## config.mk

```make
export PLATFORM = sky130hd
export DESIGN_NAME = scroll_addr_reg
export DESIGN_NICKNAME = d
export VERILOG_FILES = /design/src/rtl/scroll_pkg.sv /design/src/rtl/wr_phase.sv /design/src/rtl/tmp_loader.sv /design/src/rtl/tile_addr_gen.sv /design/src/rtl/scroll_addr_reg.sv
export SDC_FILE = /design/constraint.sdc
export NUM_CORES = 1
export LEC_CHECK = 0
export ABC_CLOCK_PERIOD_IN_PS = 1350
export BUFFER_PORTS_ARGS = -buffer_cell sky130_fd_sc_hd__buf_2
export CAP_MARGIN = 15
export CORE_MARGIN = 3
export CORE_UTILIZATION = 47
export CTS_CLUSTER_SIZE = 10
export DETAILED_ROUTE_END_ITERATION = 6
export MAX_ROUTING_LAYER = met4
export PLACE_DENSITY = 0.76
export SLEW_MARGIN = 25
export SYNTH_ARGS = -nofsm -noshare
export SYNTH_HDL_FRONTEND = slang
export SYNTH_SLANG_ARGS = --single-unit
export TNS_END_PERCENT = 5
```

## constraint.sdc

```tcl
create_clock -name clk -period 1.35 [get_ports clk]
set_input_delay 0.27 -clock clk [delete_from_list [all_inputs] [get_ports clk]]
set_output_delay 0.27 -clock clk [all_outputs]
set_load 0.02 [all_outputs]
```

## src/rtl/scroll_pkg.sv

```systemverilog
// Shared widths, port select codes and the field layout of the scroll/address word.
package scroll_pkg;
    parameter int FINE_W = 3;
    parameter int NT_W   = 2;
    parameter int CRS_W  = 5;
    parameter int DATA_W = 8;
    localparam int ADDR_W = FINE_W + NT_W + 2 * CRS_W;
    localparam int TILE_W = NT_W + 2 * CRS_W;

    typedef enum logic [1:0] {
        SEL_CTRL   = 2'b00,
        SEL_SCROLL = 2'b01,
        SEL_ADDR   = 2'b10,
        SEL_NONE   = 2'b11
    } port_sel_e;

    // MSB first: fine Y, nametable select, coarse Y, coarse X.
    typedef struct packed {
        logic [FINE_W-1:0] fy;
        logic [NT_W-1:0]   nt;
        logic [CRS_W-1:0]  cy;
        logic [CRS_W-1:0]  cx;
    } loc_t;
endpackage

```

## src/rtl/wr_phase.sv

```systemverilog
// Shared first/second write phase flag for the scroll and address ports.
// Assumes a write strobe lasts one cycle per byte; a status read wins over a flip.
module wr_phase
    import scroll_pkg::*;
(
    input  logic      clk,
    input  logic      rst_n,
    input  logic      wr_en,
    input  port_sel_e sel,
    input  logic      stat_rd,
    output logic      phase
);
    logic pair_wr;

    // Writes that take part in the two-byte sequence.
    always_comb pair_wr = wr_en && (sel == SEL_SCROLL || sel == SEL_ADDR);

    // Phase register: cleared by status read, flipped by paired-port writes.
    always_ff @(posedge clk) begin
        if (!rst_n)       phase <= 1'b0;
        else if (stat_rd) phase <= 1'b0;
        else if (pair_wr) phase <= ~phase;
    end

    AST_STAT_CLEARS: assert property (@(posedge clk) disable iff (!rst_n)
        stat_rd |=> !phase);
    AST_PAIR_FLIPS: assert property (@(posedge clk) disable iff (!rst_n)
        (wr_en && (sel == SEL_SCROLL || sel == SEL_ADDR) && !stat_rd) |=> (phase != $past(phase)));
    AST_CTRL_KEEPS: assert property (@(posedge clk) disable iff (!rst_n)
        (wr_en && sel == SEL_CTRL && !stat_rd) |=> $stable(phase));
    AST_NONE_KEEPS: assert property (@(posedge clk) disable iff (!rst_n)
        (wr_en && sel == SEL_NONE && !stat_rd) |=> $stable(phase));
endmodule

```

## src/rtl/tmp_loader.sv

```systemverilog
// Staging word and fine X register, loaded by the control, scroll and address ports.
// Presents the next staging value and a copy request so the live word can
// take the updated staging word on the same edge as the second address byte.
module tmp_loader
    import scroll_pkg::*;
(
    input  logic              clk,
    input  logic              rst_n,
    input  logic              wr_en,
    input  port_sel_e         sel,
    input  logic [DATA_W-1:0] data,
    input  logic              phase,
    output loc_t              tmp_next,
    output logic              copy_req,
    output logic [FINE_W-1:0] fine_x
);
    loc_t              tmp_q;
    logic [FINE_W-1:0] fx_next;

    // Next staging value and fine X for the port and phase being written.
    always_comb begin
        tmp_next = tmp_q;
        fx_next  = fine_x;
        copy_req = 1'b0;
        if (wr_en) begin
            unique case (sel)
                SEL_CTRL: tmp_next.nt = data[NT_W-1:0];
                SEL_SCROLL: begin
                    if (!phase) begin
                        tmp_next.cx = data[DATA_W-1 -: CRS_W];
                        fx_next     = data[FINE_W-1:0];
                    end else begin
                        tmp_next.cy = data[DATA_W-1 -: CRS_W];
                        tmp_next.fy = data[FINE_W-1:0];
                    end
                end
                SEL_ADDR: begin
                    if (!phase) begin
                        tmp_next.fy        = {1'b0, data[5:4]};
                        tmp_next.nt        = data[3:2];
                        tmp_next.cy[4:3]   = data[1:0];
                    end else begin
                        tmp_next.cy[2:0]   = data[7:5];
                        tmp_next.cx        = data[4:0];
                        copy_req           = 1'b1;
                    end
                end
                default: ;
            endcase
        end
    end

    // Staging and fine X registers.
    always_ff @(posedge clk) begin
        if (!rst_n) begin
            tmp_q  <= '0;
            fine_x <= '0;
        end else begin
            tmp_q  <= tmp_next;
            fine_x <= fx_next;
        end
    end

    AST_FX_LOAD: assert property (@(posedge clk) disable iff (!rst_n)
        (wr_en && sel == SEL_SCROLL && !phase) |=> (fine_x == $past(data[FINE_W-1:0])));
    AST_FY_TOP_CLEAR: assert property (@(posedge clk) disable iff (!rst_n)
        (wr_en && sel == SEL_ADDR && !phase) |=> (tmp_q.fy[FINE_W-1] == 1'b0));
    AST_NONE_HOLD: assert property (@(posedge clk) disable iff (!rst_n)
        (wr_en && sel == SEL_NONE) |=> ($stable(tmp_q) && $stable(fine_x)));
endmodule

```

## src/rtl/tile_addr_gen.sv

```systemverilog
// Tile fetch address from the coarse fields and the nametable select bits.
// Each nametable bit adds one nametable size scaled by its bit weight.
module tile_addr_gen
    import scroll_pkg::*;
(
    input  logic [NT_W-1:0]   nt,
    input  logic [CRS_W-1:0]  cy,
    input  logic [CRS_W-1:0]  cx,
    output logic [TILE_W-1:0] tile
);
    localparam int ROW_SHIFT = CRS_W;
    localparam int NT_SHIFT  = 2 * CRS_W;

    // Weighted sum: column + rows of 2**CRS_W tiles + whole nametables.
    always_comb begin
        tile = TILE_W'(cx) + (TILE_W'(cy) << ROW_SHIFT);
        for (int i = 0; i < NT_W; i++) begin
            tile = tile + (TILE_W'(nt[i]) << (NT_SHIFT + i));
        end
    end
endmodule

```

## src/rtl/scroll_addr_reg.sv

```systemverilog
// Scroll position and video address latch. Holds the live address word,
// copies the staging word into it on a second address-port byte, and
// presents fine X and the tile fetch address. Assumes one-cycle write strobes.
module scroll_addr_reg
    import scroll_pkg::*;
(
    input  logic                clk,
    input  logic                rst_n,
    input  logic                wr_en,
    input  logic [1:0]          wr_sel,
    input  logic [DATA_W-1:0]   wr_data,
    input  logic                stat_rd,
    output logic [ADDR_W-1:0]   vaddr,
    output logic [FINE_W-1:0]   fine_x,
    output logic [TILE_W-1:0]   tile_addr
);
    port_sel_e sel;
    logic      phase;
    loc_t      tmp_next;
    logic      copy_req;
    loc_t      cur_q;

    // Decode the port select into the shared enum.
    always_comb sel = port_sel_e'(wr_sel);

    wr_phase u_phase (
        .clk     (clk),
        .rst_n   (rst_n),
        .wr_en   (wr_en),
        .sel     (sel),
        .stat_rd (stat_rd),
        .phase   (phase)
    );

    tmp_loader u_tmp (
        .clk      (clk),
        .rst_n    (rst_n),
        .wr_en    (wr_en),
        .sel      (sel),
        .data     (wr_data),
        .phase    (phase),
        .tmp_next (tmp_next),
        .copy_req (copy_req),
        .fine_x   (fine_x)
    );

    // Live address word: takes the updated staging word on a copy request.
    always_ff @(posedge clk) begin
        if (!rst_n)        cur_q <= '0;
        else if (copy_req) cur_q <= tmp_next;
    end

    tile_addr_gen u_tile (
        .nt   (cur_q.nt),
        .cy   (cur_q.cy),
        .cx   (cur_q.cx),
        .tile (tile_addr)
    );

    // Drive the address output from the live word.
    always_comb vaddr = cur_q;

    AST_COPY_LOW: assert property (@(posedge clk) disable iff (!rst_n)
        (wr_en && wr_sel == 2'b10 && phase) |=> (vaddr[7:0] == $past(wr_data)));
    AST_LIVE_HOLD: assert property (@(posedge clk) disable iff (!rst_n)
        !(wr_en && wr_sel == 2'b10 && phase) |=> $stable(vaddr));
    AST_TILE_MATCH: assert property (@(posedge clk) disable iff (!rst_n)
        rst_n |-> (tile_addr == vaddr[TILE_W-1:0]));
endmodule

```

==> summary.txt <==
Run status
  – Status: finished, final reports clean

CTS
  – CTS tree: built
  – CTS H-tree depth: 2
  – TritonCTS buffer count: 5
  – Worst-path clk slew: about 0.070 ns
  – Clock root buffer: clkbuf_8
  – CTS Buffer Depth: 2
  – Clock Latency Late Sink: between 0.2 and 0.3 ns
  – CTS sink cnt: 34
  – Postcts setup bufs: 0

Synth
  – Synth Area per Inst: about 9.1 sq um
  – Post-synth EDFFs: 0
  – Number of distinct library cells after synthesis: 32
  – Synth async-reset ratio: 0
  – Mapped Nets: approximately 210
  – Mapped Cells: 193
  – Synthesized flop and latch total: 34
  – Synth Flop Type: dfxtp_1
  – Mapped cell area: approximately 1700 sq um
  – Sequential area share after synthesis: 0.390
  – YS warnings: 0

Die
  – Core Region: 3470 sq um
  – Die area: roughly 4500 sq um
  – Initial core utilization: 0.504
  – Num rows: 21
  – Die X: 67.0 um
  – Height of the die: between 60 and 70 um
  – Io pins: 44

Final layout
  – Nets@finish: between 200 and 300
  – Ant diodes: 0
  – Util after Layout: 0.629
  – Most frequent cells in the layout: 43 x buf_2, 33 x dfxtp_1, 24 x buf_4
  – Most common cell after layout, fill and taps aside: buf_2
  – Layout cell share with drive strength beyond 1: 0.369
  – Layout area overhead: 24.9%

Route
  – Final ANT Viol Nets: 0
  – Drt drc: 0
  – Pre-antenna DRT Iters: 4
  – Total Wirelength: 4320 um
  – Vias per cell: ~5.6
  – 1st-iter DRT viols: 122
  – WL/cell: approximately 15 um
  – Overall via count from detail_route: 1607

Critical path
  – CP top delay family: compound AO/OA/AOI/OAI gates
  – Buffers & Inverters on Critical Path: 2
  – CP max-delay cell: o31ai_1
  – CP max stage delay: between 0.4 and 0.5 ns
  – R2R depth: 4
  – Arrival time at the worst endpoint: roughly 1.5 ns
  – Reg-to-Reg Start: u_phase.phase$_SDFFE_PP0P_
  – CP Launch Type: primary input
  – Crit path cell chain: buf_2 > inv_1 > ha_4 > nand2_2 > o31ai_1 > a21boi_0
  – Crit path kind: primary input to flop
  – WP data required: 1.50 ns
  – Critical Path Stages: 6
  – Worst setup EP type: flop
  – Worst Setup SP: wr_sel[1]
  – R2R Setup Slk: about 0.080 ns
  – R2r endpoint: u_tmp.tmp_q[9]$_SDFF_PN0_
  – Crit-path max FO: 9

STA
  – Setup-failing EPs final: 0
  – Slew Viols, Final: 0
  – Slew @ Worst Pin: between 0.3 and 0.4 ns
  – Unrepaired setup endpoints after global routing: false
  – Fin. Hold Viols: 0
  – Skew final: a little over 0.007 ns
  – Final WS setup: 0.0498 ns
  – Relative slew margins: 0.753
  – Period utilization: 0.963
  – Peak Freq: ~770 MHz
  – Post-layout minimum cycle time: around 1.3 ns

Global route
  – GR Layer Usage met1: 0.273
  – First-pass GRT wire length: a little over 7000 um
  – Largest net degree at the start of global routing: 17
  – Initial antenna violation count: 0
  – GR Util met2: 0.343
  – GRT Residual Overflow: 0
  – GRT Overall Usage: 0.216
  – GR Util met3: 0.0472
  – Layer with the highest usage: met2
  – Vias in the first global route: between 1500 and 2000

Placement
  – Pre-CTS setup slack: -0.285 ns
  – GP Congestion: 0.931
  – Port Buffers: 43
  – Final HPWL DP: roughly 3300 um

Power and ir drop
  – VDD IR max: about 0.8 mV
  – NetSw: between 0.0005 and 0.0006 W
  – Leak: roughly 0.92 nW
  – Clk pwr share: 0.376
  – Power density over cell area: around 940 nW/um^2
  – Internal Power: around 0.0015 W
  – Comb pwr share: 0.123
  – Sw Ratio: 0.251
  – Seq pwr share: 0.501

Job
  – Maximum Capacitance Violations: 0

Min path
  – HP Class: primary input to flop
  – Hold endpoint: u_phase.phase$_SDFFE_PP0P_
  – Hold_sp: stat_rd
  – Cell depth of the worst hold path: 2
cells in the mapped netlist (3+ instances only):
library cell  number  area (sq um)
dfxtp_1           34           681
o21ai_0           18          90.1
nand3_1           16          80.1
buf_4             14           105
a21boi_0          13          97.6
a21oi_1           10          50.1
a22oi_1            8          60.1
o211ai_1           8          60.1
buf_2              7          35.0
nand3b_1           7          52.6
a21o_1             6          45.0
clkbuf_1           5          18.8
o2111ai_1          5          43.8
o31ai_1            5          37.5
ha_1               4          50.1
nand2_1            4          15.0
nor2b_1            4          25.0
and4_1             3          26.3
and4b_1            3          30.0
mux2i_1            3          30.0
flip-flops by register name, indices dropped and copies added, names as in the netlist:
| name | cells |
|---|---|
| u_tmp.tmp_q | 15 |
| vaddr | 15 |
| u_tmp.fine_x | 3 |
| u_phase.phase | 1 |
cells by family after synthesis:
logic type	after synthesis	share of synthesized area
AO/OA/AOI/OAI	77	0.295
XOR/XNOR	1	0.00502
adder cells (fa/ha/maj)	4	0.0287
buffers and inverters	29	0.102
flip-flops	34	0.390
multiplexers	4	0.0258
AND/OR/NAND/NOR	44	0.154
layout make-up:
type / count / area [sq um]
clock buffers: 7 / 86.3
well taps: 46 / 57.6
clock inverters: 1 / 5.00
inverters: 2 / 7.51
multi-input cells: 130 / 946
flip-flops and latches: 34 / 684
repair buffers: 67 / 395
fillers: 322 / 1290
worst register-to-register path: stages (launching register included):
cell and delay (ns):
dfxtp_4 0.44, nor2b_1 0.10, buf_4 0.15, o31ai_1 0.33, a21boi_0 0.13
metrics by stage:
step                setup TNS, ns  instances  hold WS (ns)  area [sq um]  power [W]
floorplan                 -0.0143        193         0.346          1810    0.00120
global placement            -4.56        279         0.436          2080    0.00130
detailed placement          -6.10        279         0.434          2080    0.00130
CTS                             0        287         0.140          2170    0.00206
global route                    0        287         0.144          2180    0.00213
finish                          0        287         0.139          2180    0.00205
timing repair:
item	in CTS	in global routing
resized for setup	1	4
setup endpoints to repair	29	17
endpoints found under the hold margin	0	0
hold buffers	0	0
routing by layer:
metal  wire [um]  up-vias
li1            -      801
met1        2030      758
met2        2040       42
met3         191        6
met4          63        0
met5           0        -
worst max-delay path by stage:
stage | endpoint | slack [ns]
floorplan | u_tmp.tmp_q[5]$_SDFF_PN0_ | -0.005
global placement | u_tmp.tmp_q[9]$_SDFF_PN0_ | -0.22
detailed placement | u_tmp.tmp_q[9]$_SDFF_PN0_ | -0.29
CTS | u_tmp.tmp_q[8]$_SDFF_PN0_ | 0.003
global route | vaddr[2]$_SDFFE_PN0P_ | 0.003
finish | u_tmp.tmp_q[9]$_SDFF_PN0_ | 0.05
power by group through the flow:
stage	logic [W]	registers (W)	clock network [W]
CTS	0.000249	0.00103	0.000778
floorplan	0.000142	0.00106	0
global route	0.000276	0.00103	0.000825
detailed placement	0.000248	0.00105	0
finish	0.000253	0.00103	0.000772
global placement	0.000246	0.00105	0
(Power assumes the default switching activity.)
